--- config.mk ---
export PLATFORM = sky130hd
export DESIGN_NAME = pwm4_gen
export DESIGN_NICKNAME = d
export VERILOG_FILES = /design/src/rtl/pwm4_pkg.sv /design/src/rtl/pwm4_divider.sv /design/src/rtl/pwm4_counter.sv /design/src/rtl/pwm4_channel.sv /design/src/rtl/pwm4_gen.sv
export SDC_FILE = /design/constraint.sdc
export NUM_CORES = 1
export LEC_CHECK = 0
export BUFFER_PORTS_ARGS = -buffer_cell sky130_fd_sc_hd__buf_2
export CAP_MARGIN = 20
export CORE_MARGIN = 2
export CORE_UTILIZATION = 50
export DETAILED_ROUTE_END_ITERATION = 10
export PLACE_DENSITY = 0.73
export SLEW_MARGIN = 25
export SYNTH_ARGS = -nofsm -noshare
export SYNTH_HDL_FRONTEND = slang
export SYNTH_SLANG_ARGS = --single-unit
--- constraint.sdc ---
create_clock -name clk -period 4.6 [get_ports clk]
set_input_delay 0.69 -clock clk [delete_from_list [all_inputs] [get_ports clk]]
set_output_delay 0.69 -clock clk [all_outputs]
set_load 0.05 [all_outputs]
--- src/rtl/pwm4_pkg.sv ---
package pwm4_pkg;

    localparam int CNT_W     = 15;
    localparam int WORD_W    = 16;
    localparam int CODE_W    = 3;
    localparam int TOP_RESET = 1000;

    typedef logic [CNT_W-1:0] cnt_t;

    typedef enum logic {
        CM_SAW = 1'b0,
        CM_TRI = 1'b1
    } cmode_e;

    typedef struct packed {
        cnt_t   top;
        cmode_e mode;
    } frame_cfg_t;

    function automatic cnt_t word_to_cnt(input logic [WORD_W-1:0] w);
        return w[CNT_W-1:0];
    endfunction

endpackage

--- src/rtl/pwm4_divider.sv ---
module pwm4_divider
    import pwm4_pkg::*;
#(
    parameter int CW = CODE_W
) (
    input  logic          clk,
    input  logic          rst,
    input  logic          run,
    input  logic [CW-1:0] code,
    output logic          tick
);
    localparam int DW = (1 << CW) - 1;

    logic [DW-1:0] acc_q;
    logic [DW:0]   span;
    logic [DW-1:0] mask;

    always_comb begin
        span = ({{DW{1'b0}}, 1'b1} << code) - {{DW{1'b0}}, 1'b1};
        mask = span[DW-1:0];
        tick = run && ((acc_q & mask) == mask);
    end

    always_ff @(posedge clk) begin
        if (rst || !run) acc_q <= '0;
        else             acc_q <= acc_q + 1'b1;
    end
endmodule

--- src/rtl/pwm4_counter.sv ---
module pwm4_counter
    import pwm4_pkg::*;
(
    input  logic   clk,
    input  logic   rst,
    input  logic   run,
    input  logic   tick,
    input  cnt_t   top,
    input  cmode_e mode,
    output cnt_t   cnt,
    output logic   wrap
);
    cnt_t cnt_q, cnt_d;
    logic down_q, down_d;

    always_comb begin
        cnt_d  = cnt_q;
        down_d = down_q;
        wrap   = 1'b0;
        if (tick) begin
            if (mode == CM_SAW) begin
                if (cnt_q >= top) begin
                    cnt_d = '0;
                    wrap  = 1'b1;
                end else begin
                    cnt_d = cnt_q + 1'b1;
                end
            end else begin
                if (!down_q && (cnt_q < top)) begin
                    cnt_d = cnt_q + 1'b1;
                end else if (cnt_q <= cnt_t'(1)) begin
                    cnt_d  = '0;
                    down_d = 1'b0;
                    wrap   = 1'b1;
                end else begin
                    cnt_d  = cnt_q - 1'b1;
                    down_d = 1'b1;
                end
            end
        end
    end

    always_ff @(posedge clk) begin
        if (rst || !run) begin
            cnt_q  <= '0;
            down_q <= 1'b0;
        end else begin
            cnt_q  <= cnt_d;
            down_q <= down_d;
        end
    end

    assign cnt = cnt_q;
endmodule

--- src/rtl/pwm4_channel.sv ---
module pwm4_channel
    import pwm4_pkg::*;
(
    input  logic run,
    input  cnt_t cnt,
    input  cnt_t top,
    input  cnt_t cmp,
    output logic out
);
    logic nonzero, below, saturate;

    always_comb begin
        nonzero  = (cmp != '0);
        below    = (cnt < cmp);
        saturate = (cmp >= top);
        out      = run && nonzero && (below || saturate);
    end
endmodule

--- src/rtl/pwm4_gen.sv ---
module pwm4_gen
    import pwm4_pkg::*;
#(
    parameter int NCH = 4
) (
    input  logic                clk,
    input  logic                rst,
    input  logic                enable,
    input  logic [CODE_W-1:0]   div_code,
    input  logic                center_mode,
    input  logic                top_from_ld,
    input  logic [WORD_W-1:0]   cfg_top,
    input  logic                ld_valid,
    input  logic [NCH*WORD_W-1:0] ld_cmp,
    input  logic [WORD_W-1:0]   ld_top,
    output logic [NCH-1:0]      pwm_out,
    output logic                period_end
);
    cnt_t       pend_cmp [NCH];
    cnt_t       pend_top_ld;
    cnt_t       act_cmp  [NCH];
    frame_cfg_t act_cfg, pend_cfg;
    cnt_t       top_act;
    cnt_t       cnt_q;
    logic       run_q;
    logic       tick, wrap;
    logic       take;

    always_comb begin
        pend_cfg.top  = top_from_ld ? pend_top_ld : word_to_cnt(cfg_top);
        pend_cfg.mode = center_mode ? CM_TRI : CM_SAW;
        take          = !enable || wrap;
    end

    assign top_act = act_cfg.top;

    always_ff @(posedge clk) begin
        if (rst) begin
            pend_top_ld  <= cnt_t'(TOP_RESET);
            act_cfg.top  <= cnt_t'(TOP_RESET);
            act_cfg.mode <= CM_SAW;
            run_q        <= 1'b0;
            period_end   <= 1'b0;
        end else begin
            run_q      <= enable;
            period_end <= enable && wrap;
            if (ld_valid) pend_top_ld <= word_to_cnt(ld_top);
            if (take)     act_cfg     <= pend_cfg;
        end
    end

    pwm4_divider #(.CW(CODE_W)) u_div (
        .clk  (clk),
        .rst  (rst),
        .run  (enable),
        .code (div_code),
        .tick (tick)
    );

    pwm4_counter u_cnt (
        .clk  (clk),
        .rst  (rst),
        .run  (enable),
        .tick (tick),
        .top  (act_cfg.top),
        .mode (act_cfg.mode),
        .cnt  (cnt_q),
        .wrap (wrap)
    );

    for (genvar k = 0; k < NCH; k++) begin : g_ch
        always_ff @(posedge clk) begin
            if (rst) begin
                pend_cmp[k] <= '0;
                act_cmp[k]  <= '0;
            end else begin
                if (ld_valid) pend_cmp[k] <= word_to_cnt(ld_cmp[k*WORD_W +: WORD_W]);
                if (take)     act_cmp[k]  <= pend_cmp[k];
            end
        end

        pwm4_channel u_ch (
            .run (run_q),
            .cnt (cnt_q),
            .top (act_cfg.top),
            .cmp (act_cmp[k]),
            .out (pwm_out[k])
        );
    end
endmodule

; Yosys cells after proc, flatten, opt, wreduce, memory -nomap -nowiden
; Memory sizes are Yosys's and may differ from the RTL's.
; Cells that the tools add are included.
[word_totals]
in_bits = 105
ram_bits = 120
wordCells = 89
mem_count = 2
out_inout_bits = 5
register_bits = 56
[mem_list]
columns = memory, depth, width, rd, rd_ports_with_merged_regs, wr, line
row1 = act_cmp, 4, 15, 4, 0, 4, pwm4_gen.sv:21  ; cnt_t act_cmp [NCH];
row2 = pend_cmp, 4, 15, 4, 0, 4, pwm4_gen.sv:19  ; cnt_t pend_cmp [NCH];
[op_classes]
eq_ne = 1
n_shift = 1
order_cmp = 11
n_mux = 28
add_sub_neg = 4
n_reduce_logical = 24
n_bitwise = 10
[ops]
columns = cell, n
row1 = two-way mux 15 bit, 13
row2 = greater-or-equal comparator 15 bit, 5
row3 = < comparator 15 bit, 5
row4 = nonzero test 15 bit, 4
row5 = "adder 15 x 1 -> 15 bit, second input constant", 1
row6 = "<= comparator 15 x 1 -> 1 bit, second input constant", 1
row7 = two-way mux 1 bit, 15
row8 = "subtractor 15 x 1 -> 15 bit, second input constant", 1
row9 = logical AND 1 bit, 11
row10 = bitwise OR 1 bit, 8
row11 = "adder 7 x 1 -> 7 bit, second input constant", 1
row12 = bitwise AND 7 bit, 1
row13 = == test 7 bit, 1
row14 = "left shift 1 x 3 -> 7 bit, first input constant", 1
row15 = "subtractor 7 x 1 -> 7 bit, second input constant", 1
row16 = logical OR 1 bit, 6
row17 = AND reduction 3 bit, 1
row18 = zero test 1 bit, 2
row19 = inverter 1 bit, 1

; Logic depth before layout (Yosys ltp)
[depth]
ltp_word = 11
mapped_depth = 11
depth_no_buf = 10

; Hierarchy
; Synthesis repeated with hierarchy kept, for this count alone.
[unflattened]
hier_cells = 1144
hier_area_um2 = 11303.3
[modules_own_cells]
columns = mod, area_each_um2, cells_each, seq_area_each_um2, n_inst
row1 = pwm4_gen, 5858.1, 381, 4264.1, 1
row2 = pwm4_channel (g_ch[0].u_ch ...), 740.7, 110, 0.0, 3
row3 = pwm4_counter, 2153.3, 285, 320.3, 1
row4 = pwm4_channel (g_ch[2].u_ch), 745.7, 110, 0.0, 1
row5 = pwm4_divider, 324.1, 38, 140.1, 1

; Least setup slack after synthesis
; No wires, ideal clock.
[synth_timing]
path_kind = flip-flop to flip-flop
from = reg u_cnt.cnt_q[6] (netlist: u_cnt.cnt[6])
to = mem act_cmp[0][0] (netlist name), enable pin
t_required_ns = 4.184
t_arrival_ns = 3.527
path_stages_with_launch = 9
setup_ns = 0.416
setup_slack_ns = 0.657
period_less_slack_ns = 3.943
cell_sequence = dfxtp_1 > or4_4 > or4_4 > nor2_4 > o21ai_1 > a211o_1 > and2_1 > buf_2 > inv_1
[synth_rtl]
columns = item, line
row1 = from (decl), pwm4_counter.sv:13  ; cnt_t cnt_q, cnt_d;
row2 = from (signal assigned), pwm4_counter.sv:48  ; cnt_q <= cnt_d;
row3 = to (decl), pwm4_gen.sv:21

; Worst setup path in the final report
[layout_timing]
from = reg u_cnt.cnt_q[1] (netlist: u_cnt.cnt[1])
to = out pwm_out[2]
[layout_via]
elab_chain_cells = 3
[layout_rtl]
columns = item, line
row1 = < comparator 15 bit, pwm4_channel.sv:14  ; below = (cnt < cmp);
row2 = logical OR 1 bit, pwm4_channel.sv:16  ; out = run && nonzero && (below || saturate);
row3 = logical AND 1 bit, pwm4_channel.sv:16
row4 = to (decl), pwm4_gen.sv:16  ; output logic [NCH-1:0] pwm_out,
; No other way between the ends.

==> metrics.md <==
| Metric | Value |
|---|---|
| Status | `completed` |
| Worst EP arrival | `3.08 ns` |
| Max Cap Viol | `0` |
| Fin nets | `1324` |
| Setup TNS | `0 ns` |
| Tot Pwr | `3850 uW` |
| CP Capture Type | `output port` |
| Crit-path slowest cell | `dfxtp_1` |
| Root Driver | `clkbuf_16` |
| Worst r2r src | `u_cnt.cnt[0]` |
| Setup slack, reg-to-reg | `0.85 ns` |
| DRC errors left | `0` |
| Synthesis-to-layout area growth | `13.9%` |
| FILL cells | `1688` |
| Worst setup SP type | `register` |
| Pin count of the biggest net entering global routing | `61` |
| Routed Antenna Nets | `0` |
| DRT iter0 DRCs | `528` |
| Post-synthesis area per instance | `10.7 sq um` |
| # IOs | `110` |
| Place WS | `0.963 ns` |
| Most used cell along the critical path | `a21o_1` |
| Critical path type | `reg2out` |
| Most common cell in the synthesized netlist | `ha_1` |
| EDFF count, synth | `120` |
| CP delay by family, top | `compound AO/OA/AOI/OAI gates` |
| Maximum vdd drop | `0.266 mV` |
| Vias after detailed routing | `7637` |
| Pins Over Slew Limit | `0` |
| Die X-Extent | `148 um` |
| Gr ovfl total | `0` |
| # H-tree levels | `4` |
| GP Congestion | `0.881` |
| Die area | `0.0220 sq mm` |
| RR Endpoint | `act_cmp[0][0]` |
| Hold Buf Count CTS | `0` |
| Synth top area cells | `edfxtp_1 (35%), ha_1 (16%), dfxtp_1 (11%)` |
| Reg area | `0.00472 sq mm` |
| Non-filler cells, final | `1367` |
| CTS tree | `built` |
| Critical path's largest stage delay | `0.67 ns` |
| Number of global-route vias before repair | `7321` |
| PnR worst setup slack | `0.830 ns` |
| Area of the multi-input gates | `0.00525 sq mm` |
| CTS resizes | `0` |
| Worst skew pair latency | `0.44 ns` |
| Cell taking the most area after synthesis | `edfxtp_1` |
| Global-route wire length before repair | `36.9 mm` |
| Synth top area share | `34.6%` |
| CP Buf/Inv Count | `1` |
| Final period util | `82.0%` |
| End point of the worst hold path | `pend_top_ld[8]` |
| Largest fanout on the critical path | `11` |
| Sequential fraction of the synthesis area | `45.3%` |
| Cells on Worst Hold Path | `2` |
| CTS Sinks | `176` |
| Routed WL | `23.1 mm` |
| Dpl cells | `1335` |
| Num CTS Buffers | `17` |
| Hold Path Class | `in2reg` |
| Initial antenna violation count | `0` |
| WP data required | `3.91 ns` |
| Cell variety after synth | `63` |
| Initial core utilization | `51.2%` |
| Period minus WS final | `3.77 ns` |
| Setup-failing EPs final | `0` |
| Synth warnings | `0` |
| Power density over cell area | `324 mW/mm^2` |
| Pleak | `0.00540 uW` |
| Routed len/inst | `16.9 um` |
| Most frequently used flop master after synthesis | `edfxtp_1` |
| R2R cell count | `10` |
| Share of layout cells above drive strength 1 | `15.3%` |
| Post-synthesis async set-or-reset flop share | `0%` |
| Detailed-router iteration count before antenna repair | `5` |
| Rows | `52` |
| Seq cells post-synth | `176` |
| Drt via density | `5.59` |
| Area of the core | `0.0204 sq mm` |
| Setup bufs post-CTS | `0` |
| Worst-path cell chain | `ha_1 > a21o_1 > a21o_1 > a211oi_1 > o211ai_1 > and3_1 > o32ai_1 > buf_2` |
| Synth top cells by count | `ha_1 (135), and2_1 (125), edfxtp_1 (120), inv_1 (82), dfxtp_1 (56)` |
| Hold Crit Start | `ld_top[8]` |
| Port bufs | `103` |
| Mapped Cells | `978` |
| N_diodes | `0` |
| Fmax | `265 MHz` |
| Critical path startpoint | `u_cnt.cnt[1]` |
| Count of final hold-check violations | `0` |
| HPWL after detailed placement | `16.6 mm` |
| Syn Nets | `1218` |
| Clock-pin slew on the worst setup and hold paths | `0.07 ns` |
| Worst-margin pin slew | `0.958 ns` |
| RSZ-0062 raised after global routing | `no` |
| Netlist Area Pre-Place | `0.0104 sq mm` |
| Max-slew headroom | `36.1%` |
| Setup Skew | `0.00885 ns` |
| Clock Path Buffers | `2` |
| Die H | `148 um` |
| GRT Util Overall | `21.6%` |
-- layout make-up --
type	count	area share, %
Multi-Input combinational cell	689	44.2
Sequential cell	176	39.8
Clock inverter	14	1.69
Tap cell	270	2.84
Inverter	82	2.59
Timing Repair Buffer	118	5.29
Clock buffer	18	3.61
-- per-layer routing --
metal | vias to the layer above | GRT usage [%] | wire, um
li1 | 3767 | - | -
met1 | 3592 | 28.1 | 9970
met2 | 216 | 35.6 | 11000
met3 | 62 | 3.25 | 1270
met4 | 0 | 9.86 | 903
met5 | - | 0 | 0
-- logic make-up after synthesis --
logic type	synth area share, %
DFF	45.3
AOI/OAI and AO/OA	12.6
muxes	3.29
buffers and inverters	4.34
adders and majority gates	16.2
xor gates and xnor gates	0.588
and+or+nand+nor	17.6
-- sequential cells by signal, summed over array words and instances (netlist names) --
register	count
u_cnt.cnt	15
u_div.acc_q	7
act_cmp	60
pend_cmp	60
period_end	1
run_q	1
u_cnt.down_q	1
act_cfg	1
pend_top_ld	15
top_act	15
-- placed cells by master, fill, tap and decap left out, types with 15 or more instances in the layout --
cell / instances
nand4_1: 20
nor4_1: 16
buf_4: 15
inv_1: 81
nand2_1: 28
nor2b_1: 18
edfxtp_1: 120
and2_1: 125
mux2i_1: 23
a21o_1: 27
dfxtp_1: 56
a21oi_1: 40
ha_1: 135
nor2_1: 51
o21ai_0: 33
buf_2: 103
clkbuf_16: 17
-- metrics by stage --
| step | area [sq um] | hold slack [ns] | util, % |
|---|---|---|---|
| after floorplan | 10400 | 0.437 | - |
| after global placement | 11200 | 0.464 | 55.2 |
| after detailed placement | 11200 | 0.464 | 55.2 |
| after CTS | 11900 | 0.445 | 58.3 |
| after global routing | 11900 | 0.441 | 58.3 |
| final | 11900 | 0.459 | 58.3 |
-- worst max path at each step --
stage                      to  depth (start not counted)
2_1_floorplan   act_cmp[0][0]                          8
3_3_place_gp   act_cmp[0][13]                         10
3_5_place_dp   act_cmp[0][12]                         10
4_1_cts            pwm_out[2]                          8
5_1_grt        act_cmp[2][11]                         10
6_report           pwm_out[2]                          8
-- power breakdown --
group	internal [uW]	switching [uW]	total, uW
sequential	1800	64.1	1860
combinational	193	237	430
clock	920	637	1560
No activity file was read; power rests on OpenSTA's default activity.
